`src/rtl/pc_pkg.sv`:
```
package pc_pkg;

    typedef enum logic [2:0] {
        OPC_SEQ       = 3'd0,
        OPC_REL       = 3'd1,
        OPC_PAGE_JMP  = 3'd2,
        OPC_PAGE_CALL = 3'd3,
        OPC_LONG_JMP  = 3'd4,
        OPC_LONG_CALL = 3'd5,
        OPC_INDIRECT  = 3'd6,
        OPC_RETURN    = 3'd7
    } op_class_e;

endpackage

```
`src/rtl/pc_adder_bank.sv`:
```
module pc_adder_bank #(
    parameter int ADDR_W = 16,
    parameter int LEN_W  = 2
) (
    input  logic [ADDR_W-1:0] pc_i,
    input  logic [LEN_W-1:0]  len_i,
    output logic [ADDR_W-1:0] plus_len_o,
    output logic [ADDR_W-1:0] plus2_o,
    output logic [ADDR_W-1:0] plus3_o
);
    localparam int PAD_W = ADDR_W - LEN_W;

    always_comb begin
        plus_len_o = pc_i + {{PAD_W{1'b0}}, len_i};
        plus2_o    = pc_i + ADDR_W'(2);
        plus3_o    = pc_i + ADDR_W'(3);
    end

endmodule

```
`src/rtl/pc_target_mux.sv`:
```
module pc_target_mux
    import pc_pkg::*;
#(
    parameter int ADDR_W = 16,
    parameter int OFS_W  = 8,
    parameter int PAGE_W = 11,
    parameter int ACC_W  = 8
) (
    input  op_class_e         op_i,
    input  logic [ADDR_W-1:0] plus_len_i,
    input  logic [ADDR_W-1:0] plus2_i,
    input  logic [ADDR_W-1:0] plus3_i,
    input  logic [OFS_W-1:0]  rel_ofs_i,
    input  logic [PAGE_W-1:0] page_addr_i,
    input  logic [ADDR_W-1:0] abs_tgt_i,
    input  logic [ACC_W-1:0]  acc_i,
    input  logic [ADDR_W-1:0] dptr_i,
    input  logic [ADDR_W-1:0] ret_in_i,
    output logic [ADDR_W-1:0] next_pc_o,
    output logic [ADDR_W-1:0] ret_addr_o
);
    localparam int SEXT_W = ADDR_W - OFS_W;
    localparam int ZEXT_W = ADDR_W - ACC_W;
    localparam int HIGH_W = ADDR_W - PAGE_W;

    logic [ADDR_W-1:0] rel_tgt;
    logic [ADDR_W-1:0] page_tgt;
    logic [ADDR_W-1:0] ind_tgt;

    always_comb begin
        rel_tgt  = plus2_i + {{SEXT_W{rel_ofs_i[OFS_W-1]}}, rel_ofs_i};
        page_tgt = {plus2_i[ADDR_W-1 -: HIGH_W], page_addr_i};
        ind_tgt  = dptr_i + {{ZEXT_W{1'b0}}, acc_i};

        unique case (op_i)
            OPC_SEQ:                     next_pc_o = plus_len_i;
            OPC_REL:                     next_pc_o = rel_tgt;
            OPC_PAGE_JMP, OPC_PAGE_CALL: next_pc_o = page_tgt;
            OPC_LONG_JMP, OPC_LONG_CALL: next_pc_o = abs_tgt_i;
            OPC_INDIRECT:                next_pc_o = ind_tgt;
            OPC_RETURN:                  next_pc_o = ret_in_i;
            default:                     next_pc_o = plus_len_i;
        endcase

        unique case (op_i)
            OPC_PAGE_CALL: ret_addr_o = plus2_i;
            OPC_LONG_CALL: ret_addr_o = plus3_i;
            default:       ret_addr_o = plus_len_i;
        endcase
    end

endmodule

```
`src/rtl/pc_next_unit.sv`:
```
module pc_next_unit
    import pc_pkg::*;
#(
    parameter int ADDR_W = 16,
    parameter int LEN_W  = 2,
    parameter int OFS_W  = 8,
    parameter int PAGE_W = 11,
    parameter int ACC_W  = 8
) (
    input  logic              clk,
    input  logic              rst_n,
    input  logic              step_i,
    input  logic [2:0]        op_i,
    input  logic [LEN_W-1:0]  len_i,
    input  logic [OFS_W-1:0]  rel_ofs_i,
    input  logic [PAGE_W-1:0] page_addr_i,
    input  logic [ADDR_W-1:0] abs_tgt_i,
    input  logic [ACC_W-1:0]  acc_i,
    input  logic [ADDR_W-1:0] dptr_i,
    input  logic [ADDR_W-1:0] ret_in_i,
    output logic [ADDR_W-1:0] pc_o,
    output logic [ADDR_W-1:0] ret_addr_o
);
    localparam int HIGH_W = ADDR_W - PAGE_W;

    typedef struct packed {
        logic [ADDR_W-1:0] pc;
    } pc_state_t;

    pc_state_t state_d, state_q;
    op_class_e op_cls;
    logic [ADDR_W-1:0] plus_len, plus2, plus3, next_pc;

    assign op_cls = op_class_e'(op_i);

    pc_adder_bank #(.ADDR_W(ADDR_W), .LEN_W(LEN_W)) adders_i (
        .pc_i       (state_q.pc),
        .len_i      (len_i),
        .plus_len_o (plus_len),
        .plus2_o    (plus2),
        .plus3_o    (plus3)
    );

    pc_target_mux #(
        .ADDR_W(ADDR_W), .OFS_W(OFS_W), .PAGE_W(PAGE_W), .ACC_W(ACC_W)
    ) mux_i (
        .op_i        (op_cls),
        .plus_len_i  (plus_len),
        .plus2_i     (plus2),
        .plus3_i     (plus3),
        .rel_ofs_i   (rel_ofs_i),
        .page_addr_i (page_addr_i),
        .abs_tgt_i   (abs_tgt_i),
        .acc_i       (acc_i),
        .dptr_i      (dptr_i),
        .ret_in_i    (ret_in_i),
        .next_pc_o   (next_pc),
        .ret_addr_o  (ret_addr_o)
    );

    always_comb begin
        state_d = state_q;
        if (step_i) begin
            state_d.pc = next_pc;
        end
    end

    always_ff @(posedge clk or negedge rst_n) begin
        if (!rst_n) begin
            state_q <= '0;
        end else begin
            state_q <= state_d;
        end
    end

    assign pc_o = state_q.pc;

    // Guards on the registered counter against the operands of the previous step
    assert_hold_R9: assert property (@(posedge clk) disable iff (!rst_n)
        !step_i |=> pc_o == $past(pc_o));

    assert_seq_len_R2: assert property (@(posedge clk) disable iff (!rst_n)
        (step_i && op_cls == OPC_SEQ) |=>
            (pc_o - $past(pc_o)) == ADDR_W'($past(len_i)));

    assert_page_keep_R4: assert property (@(posedge clk) disable iff (!rst_n)
        (step_i && (op_cls == OPC_PAGE_JMP || op_cls == OPC_PAGE_CALL)) |=>
            (pc_o[PAGE_W-1:0] == $past(page_addr_i) &&
             pc_o[ADDR_W-1 -: HIGH_W] == $past(plus2[ADDR_W-1 -: HIGH_W])));

    assert_long_load_R5: assert property (@(posedge clk) disable iff (!rst_n)
        (step_i && (op_cls == OPC_LONG_JMP || op_cls == OPC_LONG_CALL)) |=>
            pc_o == $past(abs_tgt_i));

    assert_return_R8: assert property (@(posedge clk) disable iff (!rst_n)
        (step_i && op_cls == OPC_RETURN) |=> pc_o == $past(ret_in_i));

    assert_call_ret_R7: assert property (@(posedge clk) disable iff (!rst_n)
        (op_cls == OPC_LONG_CALL) |-> (ret_addr_o - pc_o) == ADDR_W'(3));

endmodule

```
`config.mk`:
```
export PLATFORM = sky130hd
export DESIGN_NAME = pc_next_unit
export DESIGN_NICKNAME = d
export VERILOG_FILES = /design/src/rtl/pc_pkg.sv /design/src/rtl/pc_adder_bank.sv /design/src/rtl/pc_target_mux.sv /design/src/rtl/pc_next_unit.sv
export SDC_FILE = /design/constraint.sdc
export NUM_CORES = 1
export LEC_CHECK = 0
export BUFFER_PORTS_ARGS = -buffer_cell sky130_fd_sc_hd__buf_2
export CORE_ASPECT_RATIO = 1.5
export CORE_MARGIN = 5
export CORE_UTILIZATION = 30
export CTS_BUF_LIST = sky130_fd_sc_hd__clkbuf_4 sky130_fd_sc_hd__clkbuf_8 sky130_fd_sc_hd__clkbuf_16
export CTS_CLUSTER_DIAMETER = 150
export DETAILED_ROUTE_END_ITERATION = 10
export PLACE_DENSITY_LB_ADDON = 0.1
export SYNTH_ARGS = -nofsm -noshare
export SYNTH_HDL_FRONTEND = slang
export SYNTH_HIERARCHICAL = 1
export SYNTH_SLANG_ARGS = --single-unit
```
`constraint.sdc`:
```
create_clock -name clk -period 3 [get_ports clk]
set_clock_uncertainty 0.1 [all_clocks]
set_input_delay 0.3 -clock clk [delete_from_list [all_inputs] [get_ports clk]]
set_output_delay 0.3 -clock clk [all_outputs]
set_load 0.02 [all_outputs]
```
==> flow_metrics.env <==
export IMPL_cts_tree="done"
export IMPL_grt_max_degree=35
export IMPL_pwr_share_seq_pct=10.1
export IMPL_hold_viol=0
export IMPL_die_w_um=104
export IMPL_r2r_start="pc_o[1]"
export IMPL_synth_edf_count=0
export IMPL_dp_hpwl_um=15100
export IMPL_finalWirelength_um=18800
export IMPL_fillers=1325
export IMPL_drv_slew=0
export IMPL_cts_buffers=3
export IMPL_p_int_mw=1.70
export IMPL_ys_dominant_reg_cell="dfrtp_1"
export IMPL_portBuffers=114
export IMPL_setup_violations_final=2
export IMPL_nets=856
export IMPL_fmax_mhz=332
export IMPL_pin_count=115
export IMPL_ir_drop_v=0.000223
export IMPL_netlist_instances=538
export IMPL_post_drt_via_cell_ratio=5.67
export IMPL_post_place_ws_ns=-0.350
export IMPL_die_area_mm2=0.0156
export IMPL_synth_distinct_cells=64
export IMPL_ant_nets=0
export IMPL_grt_pass1_wl_um=28300
export IMPL_worst_pin_slew_ns=0.628
export IMPL_failed_checks="setup timing"
export IMPL_slowest_delay_ns=0.42
export IMPL_path_class="reg2reg"
export IMPL_ys_ff_latch=16
export IMPL_cts_max_path_buffers=2
export IMPL_drt_iter0_markers=251
export IMPL_n_antenna_cell=0
export IMPL_seq_area_frac_synth_pct=10.1
export IMPL_vias=5103
export IMPL_leakagePower_nw=2.65
export IMPL_crit_start="pc_o[1]"
export IMPL_hold_path_cell_count=4
export IMPL_largest_reg_flops=16
export IMPL_cpMaxStageDelayCell="dfrtp_2"
export IMPL_antenna_found_initial=0
export IMPL_synth_async_reset_ratio_pct=100
export IMPL_swShare_pct=48.1
export IMPL_combPwrFrac_pct=80.0
export IMPL_cts_sinks=16
export IMPL_grt_pass1_vias=5070
export IMPL_cts_root_buf="clkbuf_16"
export IMPL_synthesis_nets=652
export IMPL_cp_cell_sequence="ha_2 > nand3_4 > nor2_1 > xor2_1 > buf_4 > ha_4 > nand2_1 > o21a_1 > o31ai_2 > or3_1 > a21oi_1 > o32a_1 > mux2_2"
export IMPL_cp_start_kind="flop"
export IMPL_h_tree_depth=1
export IMPL_initial_utilization_pct=30.5
export IMPL_grt_setup_unrepaired="yes"
export IMPL_netlist_area_mm2=0.00395
export IMPL_worstSkewPairLatency_ns=0.27
export IMPL_groute_usage_overall_pct=22.8
export IMPL_hold_path_class="in2reg"
export IMPL_drv_cap=0
export IMPL_grt_overflow_total=0
export IMPL_pwr_share_clk_pct=9.9
export IMPL_crit_required_ns=3.05
export IMPL_place_congestion=0.979
export IMPL_worstPathArrival_ns=3.07
export IMPL_setup_tns_ns=-0.0214
export IMPL_timing_final_crit_period_ns=3.02
export IMPL_rrSetupSlack_ns=-0.02
export IMPL_powerDensity_mw_per_mm2=538
export IMPL_timing_rr_end="pc_o[15]"
export IMPL_switchingPower_mw=1.58
export IMPL_syn_area_per_cell_um2=7.35
export IMPL_postLayoutCellArea_mm2=0.00610
export IMPL_design_core_area_mm2=0.0130
export IMPL_area_growth_syn_to_layout_pct=54.2
export IMPL_setup_slack_ns=-0.0166
export IMPL_slew_headroom_pct=58.1
export IMPL_path_max_fanout=7
export IMPL_ys_warn_count=6
export IMPL_end_kind="flop"
export IMPL_status="finished with violations"
export IMPL_route_detailed_drc=0
export IMPL_row_count=51
export IMPL_first_pass_iters=4
export IMPL_reg2regPathDepth=13
export IMPL_die_h_um=151
export IMPL_period_share_pct=101
export IMPL_p_total_mw=3.28
export IMPL_wire_per_inst_um=20.9
export IMPL_endpoint="pc_o[15]"
export IMPL_clk_pin_slew_ns=0.06
export IMPL_place_area_mm2=0.00532
export IMPL_drive_gt1_share_pct=48.3
[worst min-delay path by stage]
stage | from | endpoint
2_1_floorplan | rst_n | pc_o[0]
3_3_place_gp | rst_n | pc_o[0]
3_5_place_dp | rst_n | pc_o[0]
4_1_cts | page_addr_i[0] | pc_o[0]
5_1_grt | page_addr_i[0] | pc_o[0]
6_report | page_addr_i[0] | pc_o[0]
[Yosys cell counts, types with 4 or more instances]
library cell | instances | area share [%]
a21oi_1 | 64 | 8.1
nor2_1 | 50 | 4.7
o22ai_1 | 35 | 5.5
xor2_1 | 35 | 7.8
nand2_1 | 30 | 2.8
ha_1 | 28 | 8.9
xnor2_1 | 21 | 4.7
o22a_1 | 18 | 4.0
clkbuf_1 | 17 | 1.6
nor3_1 | 17 | 2.2
dfrtp_1 | 16 | 10
inv_1 | 15 | 1.4
o21ai_0 | 14 | 1.8
a221oi_1 | 13 | 2.9
buf_2 | 13 | 1.6
a211oi_1 | 12 | 2.3
nand3_1 | 12 | 1.5
mux2_4 | 10 | 3.8
or3_1 | 9 | 1.4
a31oi_1 | 7 | 1.1
nand4_1 | 7 | 1.1
a21o_1 | 6 | 1.1
buf_1 | 6 | 0.57
mux2_2 | 6 | 1.7
nor4_1 | 6 | 0.95
o21a_1 | 6 | 1.1
nand2b_1 | 5 | 0.79
a22oi_1 | 4 | 0.76
and2_1 | 4 | 0.63
[layout make-up]
class / instances / area, µm² / share of cell area (%)
inverter: 16 / 62.6 / 1.03
multi-input combinational: 465 / 3760 / 61.7
timing repair buffer: 240 / 1570 / 25.8
sequential: 16 / 415 / 6.81
clock buffer: 4 / 88.8 / 1.46
tap: 159 / 199 / 3.26
[what timing repair did]
item / 4_1_cts / 5_1_grt
endpoints found under the setup margin: 17 / 19
endpoints found under the hold margin: 16 / 0
hold buffers: 1 / 0
setup buffers: 9 / 14
gates resized for setup: 31 / 72
pin swaps: 21 / 40
[power by group through the flow]
stage / combinational (mW) / sequential, mW / clock [mW]
5_1_grt: 2.81 / 0.335 / 0.334
2_1_floorplan: 1.25 / 0.387 / 0
4_1_cts: 2.35 / 0.332 / 0.329
3_5_place_dp: 2.22 / 0.332 / 0
6_report: 2.62 / 0.331 / 0.326
3_3_place_gp: 2.22 / 0.331 / 0
[stage by stage]
step	std cells	util, %	hold WS, ns
2_1_floorplan	538	-	-0.0956
3_3_place_gp	872	41.1	0.203
3_5_place_dp	872	41.1	0.202
4_1_cts	886	43.5	0.389
5_1_grt	900	47.1	0.439
6_report	900	47.1	0.408
[layout by cell type, fill, tap and decap left out, drive strengths merged, types with 16 or more instances in the layout]
master / instances
nor2: 51
dfrtp: 16
nand2: 31
o22a: 18
nor3: 19
o22ai: 35
buf: 239
mux2: 16
xnor2: 21
xor2: 35
a21oi: 65
ha: 28
[logic make-up (layout without fill, tap and decap cells)]
logic type	count (synthesis)	in the layout	synth area share [%]
XOR/XNOR	56	56	12.4
buffers and inverters	57	260	6.58
multiplexers	18	18	6.01
AND/OR/NAND/NOR	160	160	20.6
adder cells (fa/ha/maj)	31	31	10.4
flip-flops	16	16	10.1
AO/OA/AOI/OAI	200	200	33.9
[metal layers]
metal | vias up | part of all wire [%] | track usage (%)
met5 | - | 0 | 0
met4 | 0 | 3.2 | 8.62
met3 | 37 | 4.8 | 2.27
met2 | 189 | 53 | 43.4
met1 | 2436 | 39 | 26.1
li1 | 2441 | - | -
[worst max-delay path: cells and delay by family (launching register included)]
kind,cells,cell delay [ns]
flops,1,0.42
compound gates,4,0.87
buf+inv,1,0.15
simple gates,4,0.44
xor+xnor,1,0.16
mux,1,0.26
fa+ha+maj,2,0.51
(Power assumes the default switching activity.)
